--- src/rtl/bcfg_pkg.sv ---
package bcfg_pkg;

    localparam int IDX_W     = 8;
    localparam int DATA_W    = 8;
    localparam int TOM_W     = 32;
    localparam int TOM_LANES = TOM_W / DATA_W;
    localparam int PIN_W     = 4;
    localparam logic [PIN_W-1:0] PIN_VAL = 4'b1100;

    localparam logic [IDX_W-1:0] IDX_BOOT = 8'h44;
    localparam logic [IDX_W-1:0] IDX_FN   = 8'h46;
    localparam logic [IDX_W-1:0] IDX_MISC = 8'h47;
    localparam logic [IDX_W-1:0] IDX_TOM  = 8'h4C;
    localparam logic [IDX_W-1:0] IDX_TMR  = 8'h50;

    localparam logic [DATA_W-1:0] FN_RST  = 8'hFE;
    localparam logic [DATA_W-1:0] TMR_RST = 8'h7B;

    // bit positions inside the misc byte
    localparam int MISC_GPIO_BIT = 1;
    localparam int MISC_LPC_BIT  = 2;

    typedef struct packed {
        logic                    warm_seen;
        logic                    rst_pulse;
        logic [DATA_W-1:1]       fn_hi;
        logic [1:0]              misc;     // [1]=lpc, [0]=gpio
        logic [TOM_W-1:PIN_W]    tom_hi;
        logic [DATA_W-1:0]       tmr;
    } bcfg_state_t;

    typedef struct packed {
        logic                    boot;
        logic                    fn;
        logic                    misc;
        logic                    tmr;
        logic [TOM_LANES-1:0]    tom;
    } bcfg_wstb_t;

endpackage

--- src/rtl/bcfg_wr_decode.sv ---
module bcfg_wr_decode
    import bcfg_pkg::*;
(
    input  logic [IDX_W-1:0] idx,
    input  logic             wr_en,
    output bcfg_wstb_t       stb
);
    always_comb begin
        stb.boot = wr_en && (idx == IDX_BOOT);
        stb.fn   = wr_en && (idx == IDX_FN);
        stb.misc = wr_en && (idx == IDX_MISC);
        stb.tmr  = wr_en && (idx == IDX_TMR);
    end

    for (genvar lane = 0; lane < TOM_LANES; lane++) begin : g_tom_lane
        localparam logic [IDX_W-1:0] LANE_IDX = IDX_TOM + IDX_W'(lane);
        assign stb.tom[lane] = wr_en && (idx == LANE_IDX);
    end
endmodule

--- src/rtl/bcfg_state.sv ---
module bcfg_state
    import bcfg_pkg::*;
(
    input  logic              clk,
    input  logic              rst_n,
    input  bcfg_wstb_t        stb,
    input  logic [DATA_W-1:0] wr_data,
    input  logic              warm_start_in,
    output bcfg_state_t       st_q
);
    bcfg_state_t st_d;
    logic [TOM_W-1:0] tom_full_d;

    always_comb begin
        st_d = st_q;

        // sticky history of warm starts; only the power-on reset clears it
        st_d.warm_seen = st_q.warm_seen | warm_start_in;

        // reset request lives for exactly one cycle
        st_d.rst_pulse = stb.boot && wr_data[0];

        if (stb.fn) begin
            st_d.fn_hi = wr_data[DATA_W-1:1];
        end

        if (stb.misc) begin
            st_d.misc = {wr_data[MISC_LPC_BIT], wr_data[MISC_GPIO_BIT]};
        end

        if (stb.tmr) begin
            st_d.tmr = wr_data;
        end

        // merge byte lanes into the limit; pinned nibble is re-imposed
        tom_full_d = {st_q.tom_hi, PIN_VAL};
        for (int lane = 0; lane < TOM_LANES; lane++) begin
            if (stb.tom[lane]) begin
                tom_full_d[lane*DATA_W +: DATA_W] = wr_data;
            end
        end
        st_d.tom_hi = tom_full_d[TOM_W-1:PIN_W];
    end

    always_ff @(posedge clk or negedge rst_n) begin
        if (!rst_n) begin
            st_q.warm_seen <= 1'b0;
            st_q.rst_pulse <= 1'b0;
            st_q.fn_hi     <= FN_RST[DATA_W-1:1];
            st_q.misc      <= '0;
            st_q.tom_hi    <= '1;
            st_q.tmr       <= TMR_RST;
        end else begin
            st_q <= st_d;
        end
    end
endmodule

--- src/rtl/bcfg_rd_mux.sv ---
module bcfg_rd_mux
    import bcfg_pkg::*;
(
    input  logic [IDX_W-1:0]  idx,
    input  bcfg_state_t       st,
    output logic [DATA_W-1:0] rd_data
);
    logic [TOM_W-1:0] tom_full;

    assign tom_full = {st.tom_hi, PIN_VAL};

    always_comb begin
        rd_data = '0;
        unique case (idx)
            IDX_BOOT: rd_data = {{(DATA_W-1){1'b0}}, ~st.warm_seen};
            IDX_FN:   rd_data = {st.fn_hi, 1'b0};
            IDX_MISC: begin
                rd_data[MISC_LPC_BIT]  = st.misc[1];
                rd_data[MISC_GPIO_BIT] = st.misc[0];
            end
            IDX_TMR:  rd_data = st.tmr;
            default: begin
                for (int lane = 0; lane < TOM_LANES; lane++) begin
                    if (idx == IDX_TOM + IDX_W'(lane)) begin
                        rd_data = tom_full[lane*DATA_W +: DATA_W];
                    end
                end
            end
        endcase
    end
endmodule

--- src/rtl/bcfg_limit_cmp.sv ---
module bcfg_limit_cmp #(
    parameter int W = 32
) (
    input  logic [W-1:0] addr,
    input  logic [W-1:0] limit,
    output logic         below
);
    // strict less-than: an address equal to the limit stays downstream
    assign below = addr < limit;
endmodule

--- src/rtl/bridge_cfg_top.sv ---
module bridge_cfg_top
    import bcfg_pkg::*;
(
    input  logic              clk,
    input  logic              rst_n,
    input  logic [IDX_W-1:0]  reg_idx,
    input  logic              wr_en,
    input  logic [DATA_W-1:0] wr_data,
    output logic [DATA_W-1:0] rd_data,
    input  logic              warm_start_in,
    output logic              sys_reset_req,
    input  logic [TOM_W-1:0]  mst_addr,
    output logic              fwd_upstream,
    output logic [4:0]        fn_enable,
    output logic              lpc_bar_en,
    output logic              gpio_bar_en,
    output logic              tmr_sw_reset,
    output logic              tmr_out1_pass,
    output logic              tmr_gate1
);
    bcfg_wstb_t  stb;
    bcfg_state_t st;

    bcfg_wr_decode u_dec (
        .idx   (reg_idx),
        .wr_en (wr_en),
        .stb   (stb)
    );

    bcfg_state u_state (
        .clk           (clk),
        .rst_n         (rst_n),
        .stb           (stb),
        .wr_data       (wr_data),
        .warm_start_in (warm_start_in),
        .st_q          (st)
    );

    bcfg_rd_mux u_rd (
        .idx     (reg_idx),
        .st      (st),
        .rd_data (rd_data)
    );

    bcfg_limit_cmp #(.W(TOM_W)) u_cmp (
        .addr  (mst_addr),
        .limit ({st.tom_hi, PIN_VAL}),
        .below (fwd_upstream)
    );

    assign sys_reset_req = st.rst_pulse;
    assign fn_enable     = st.fn_hi[5:1];
    assign lpc_bar_en    = st.misc[1];
    assign gpio_bar_en   = st.misc[0];
    assign tmr_sw_reset  = st.tmr[7];
    assign tmr_out1_pass = st.tmr[6];
    assign tmr_gate1     = st.tmr[5];
endmodule

--- config.mk ---
export PLATFORM = sky130hd
export DESIGN_NAME = bridge_cfg_top
export DESIGN_NICKNAME = d
export VERILOG_FILES = /design/src/rtl/bcfg_pkg.sv /design/src/rtl/bcfg_wr_decode.sv /design/src/rtl/bcfg_state.sv /design/src/rtl/bcfg_rd_mux.sv /design/src/rtl/bcfg_limit_cmp.sv /design/src/rtl/bridge_cfg_top.sv
export SDC_FILE = /design/constraint.sdc
export NUM_CORES = 1
export LEC_CHECK = 0
export ABC_AREA = 1
export CAP_MARGIN = 30
export CORE_MARGIN = 2
export CORE_UTILIZATION = 45
export DETAILED_ROUTE_END_ITERATION = 12
export HOLD_SLACK_MARGIN = 0.05
export PLACE_DENSITY = 0.75
export SYNTH_ARGS = -nofsm -noshare
export SYNTH_HDL_FRONTEND = slang
export SYNTH_SLANG_ARGS = --single-unit
--- constraint.sdc ---
create_clock -name clk -period 1.5 [get_ports clk]
set_input_delay 0.3 -clock clk [delete_from_list [all_inputs] [get_ports clk]]
set_output_delay 0.3 -clock clk [all_outputs]
set_load 0.05 [all_outputs]
* Yosys cells after proc, flatten, opt, wreduce, memory -nomap -nowiden *
Index checks and enable logic that the tools add are counted.

word-level totals
  bits of input ports = 52
  register bits after elaboration = 47
  output and inout port bits = 20
  logic and storage cells = 38

operators by class
  mux-type cells = 7
  bitwise logic cells = 2
  equal/unequal tests = 8
  $lt $le $gt $ge = 1
  reduce and logical (&&, ||, !) cells = 11

operator list
  kind                count
  $eq 8x7->1 const B  8
  $lt 32x32->1        1
  $mux 8              4
  $pmux 5 s3          1
  $logic_and 1x1->1   9
  $pmux 2 s4          1
  $reduce_or 2->1     2
  $pmux 1 s3          1
  $not 1->1           1
  $or 1x1->1          1

* Longest topological paths before layout *
  depth after elaboration = 6
  depth in mapped cells = 11
  gate-level depth less buffers = 11

* By module *
A second synthesis with hierarchy kept.

second synthesis, totals
  cell total of the unflattened synthesis = 493
  area, all modules = 3450.8 µm²

by module, submodules not included
  module          area each (µm²)  instances  cells an instance
  bcfg_state      1865.5           1          197
  bcfg_limit_cmp  815.8            1          130
  bcfg_rd_mux     618.1            1          136
  bcfg_wr_decode  143.9            1          28
  bridge_cfg_top  7.5              1          2

* Worst setup path before layout *
Ideal clock, no wire load.

  path kind = register -> output
  start point = register u_state.st_q[27] in the netlist's numbering
  end point = output port fwd_upstream
  stages on the path, launching flop included = 9
  path slack = -0.782 ns
  required time = 1.200 ns
  data arrival time = 1.982 ns
  path buffers = 0
  cell sequence = dfstp_2 inv_1 ha_1 a21o_1 nor2_1 nand2_1 nand2_1 nand2_1 a21oi_1

between the ends
  word-level cells in the longest chain between the ends = 1

RTL lines
  item                    RTL line              source
  start, declared         bcfg_state.sv:9       output bcfg_state_t st_q
  start signal, assigned  bcfg_state.sv:54      st_q <= st_d;
  $lt 32x32->1            bcfg_limit_cmp.sv:9   assign below = addr < limit;
  end, declared           bridge_cfg_top.sv:13  output logic fwd_upstream,

No other way between the ends.

* Worst setup path after layout *
  start point = register u_state.st_q[9] in the netlist's numbering
  end point = output port fwd_upstream

Same word-level chain as after synthesis.

==> impl_results.md <==
- Status: finished, violations left
- Failing checks: setup timing
- Post-route ant nets: 0
- Commonest cells after routing, fill and taps aside: 100 x nand2_1, 49 x buf_4, 41 x dfstp_2
- WL met2: 5140 µm
- TritonRoute pass-1 iters: 6
- Tmin final: 2.23 ns
- Clock Sink Count: 47
- CTS Buf Count: 5
- Initial DRC Count: 220
- Cells after synthesis: 405
- Share of cells above drive strength 1: 0.512
- Core Area: 6870 µm²
- Fin cells: 625
- Worst-margin pin slew: 0.349 ns
- Initial antenna violation count: 0
- Crit path max fanout: 2
- Switching share of power: 0.293
- Part of the power in registers: 0.435
- Post-synth top area share: 0.334
- Nets: 608
- Post-synthesis register bit count: 47
- Final Hold Viols: 0
- Path type of the worst setup path: flop to output port
- Core Rows: 30
- CP Data Required Time: 1.20 ns
- Cell taking the most area after synthesis: dfstp_2
- Sequential fraction of the synthesis area: 0.381
- LEAKAGE: 2.40 nW
- WL met3: 464 µm
- Async SR Flop Fraction: 1.00
- CTS max path bufs: 2
- Worst path max stage delay: 0.55 ns
- WL met1: 3950 µm
- Mapped cell area: 3220 µm²
- Ports: 72
- Synthesis-to-finish area growth: 63.0%
- Die width: 88.6 µm
- HPWL Detailed: 6870 µm
- Routed WL per cell: 15.6 µm
- Gpl congestion: 0.912
- Clock Latency Late Sink: 0.31 ns
- Ranking of synthesized cells by area: dfstp_2 33%, nand2_1 15%, ha_1 11%
- Placed cells: 606
- Vias in the first global route: 3237
- Total grt overflow: 0
- N_diodes: 0
- Commonest non-fill, non-tap cell in the layout: nand2_1
- CTS tree: done
- Root buf cell: clkbuf_8
- Buffers on Ports: 69
- Initial Util: 0.469
- Slew headroom: 0.767
- Syn_nets: 485
- Arrival @ worst endpoint: 1.93 ns
- Layout Utilization: 0.765
- Total track usage: 0.250
- Finished Cell Area: 5260 µm²
- Avg Cell Area, Syn: 7.96 µm²
- RSZ-0062 raised after global routing: true
- Worst-path cell chain: inv_2 > ha_4 > nand2_2 > inv_2 > o21bai_1 > nand3_1 > nand2_1 > nand2_2 > a21oi_4 > buf_12
- Final setup vio count: 9
- Max Slew Vio Count: 0
- Predominant post-synthesis flop cell: dfstp_2
- Slowest cell on crit path: dfstp_2
- Cell internal pwr: 2.32 mW
- Worst-path clk slew: 0.09 ns
- Clock H-tree levels: 2
- Drc violations: 0
- Via density per instance: 5.11
- Maximum clock rate: 449 MHz
- First-pass GRT wire length: 14900 µm
- Psw: 0.962 mW
- Post-synth cell types: 30
- Yosys Warn Count: 0
- Die Y: 88.6 µm
- Final setup margin: -0.727 ns
- Max VDD drop: 617 µV
- Pwr per Cell Area: 624 nW/µm²
- Placed inst area: 4680 µm²
- Largest net degree at the start of global routing: 48
- EDFF count, synth: 0
- Biggest register: u_state.st_q
- Largest register FFs: 47
- Startpoint Class: flop
- Worst path bufs/invs: 3
- Biggest regs: u_state.st_q (47)
- Post-route setup TNS: -3.40 ns
- Max capacitance violation total: 0
- HP Class: input pin to flop
- Final wirelength: 9750 µm
- Clk pwr share: 0.292
- Top sig layer: met4
- Clock skew: 0 ns
- Top Family by Delay on Critical Path: flip-flops
- Via count: 3193
- Die area: 7860 µm²
- Combinational share of power: 0.273
- Post-route clock period utilization: 1.48
- CP Capture Type: output port
==> tightest hold or removal path: cells and delay by family <==
family / cells / cell delay [ns]
buf+inv: 2 / 0.10
simple gates: 4 / 0.31
==> cells in the mapped netlist, drive strengths merged (2+ instances only) <==
library cell and instances:
dfrtp 6, buf 11, nand3 16, ha 28, nand3b 2, a21oi 14, o21ai 53, dfstp 41
nor2 26, nand2 136, inv 58, nand4 4, nor3 3
==> power groups by stage <==
stage                     sequential [mW]  combinational (mW)  clock (mW)
after floorplan                      1.45               0.331           0
after global placement               1.44               0.742           0
after detailed placement             1.44               0.771           0
after CTS                            1.42               0.830       0.963
after global routing                 1.44               0.973        1.02
final                                1.43               0.896       0.956
==> what timing repair did <==
| action | 4_1_cts | 5_1_grt |
|---|---|---|
| gates cloned | 0 | 0 |
| hold buffers | 1 | 0 |
| endpoints found under the hold margin | 6 | 0 |
| resized for setup | 81 | 56 |
| pin swaps | 43 | 39 |
| buffers inserted | 8 | 6 |
| endpoints found under the setup margin | 54 | 9 |
==> metrics by stage <==
step	hold slack [ns]	setup WS [ns]	power (mW)
2_1_floorplan	0.00441	-0.342	1.78
3_3_place_gp	0.299	-0.827	2.18
3_5_place_dp	0.304	-0.870	2.21
4_1_cts	0.419	-0.725	3.22
5_1_grt	0.451	-0.804	3.43
6_report	0.448	-0.727	3.28
==> per-layer routing <==
metal  vias to the layer above  track usage
met2                       105        0.455
met1                      1528        0.302
li1                       1541            -
met5                         -            0
met3                        19       0.0410
met4                         0       0.0744
==> worst paths after layout <==
check | start | endpoint | slack [ns] | cells past startpoint
max in group asynchronous | rst_n | u_state.st_q[26] | 0.72 | 3
worst min-delay path | reg_idx[7] | u_state.st_q[45] | 0.45 | 6
worst max register to register | u_state.st_q[25] | u_state.st_q[25] | 0.53 | 3
worst min register to register | u_state.st_q[1] | u_state.st_q[1] | 0.48 | 2
worst max-delay path | u_state.st_q[9] | fwd_upstream | -0.73 | 10
min in group asynchronous | rst_n | u_state.st_q[37] | 0.49 | 3
==> cell families (layout without fill, tap and decap cells) <==
family                   count (synthesis)  count (layout)  share of synthesized area
flip-flops                              47              47                      0.381
AO/OA/AOI/OAI                           69              69                      0.134
adder cells (fa/ha/maj)                 28              28                      0.109
AND/OR/NAND/NOR                        191             191                      0.275
buffers and inverters                   70             194                      0.102
==> area by class of cell <==
cell class / instances / area (µm²)
Clock buffer: 5 / 68.8
Clock inverter: 3 / 43.8
Fill cell: 454 / 1610
Inverter: 59 / 259
Multi-Input combinational cell: 288 / 2170
Sequential cell: 47 / 1230
Tap cell: 96 / 120
Timing Repair Buffer: 127 / 1370
No activity file was read; power rests on OpenSTA's default activity.
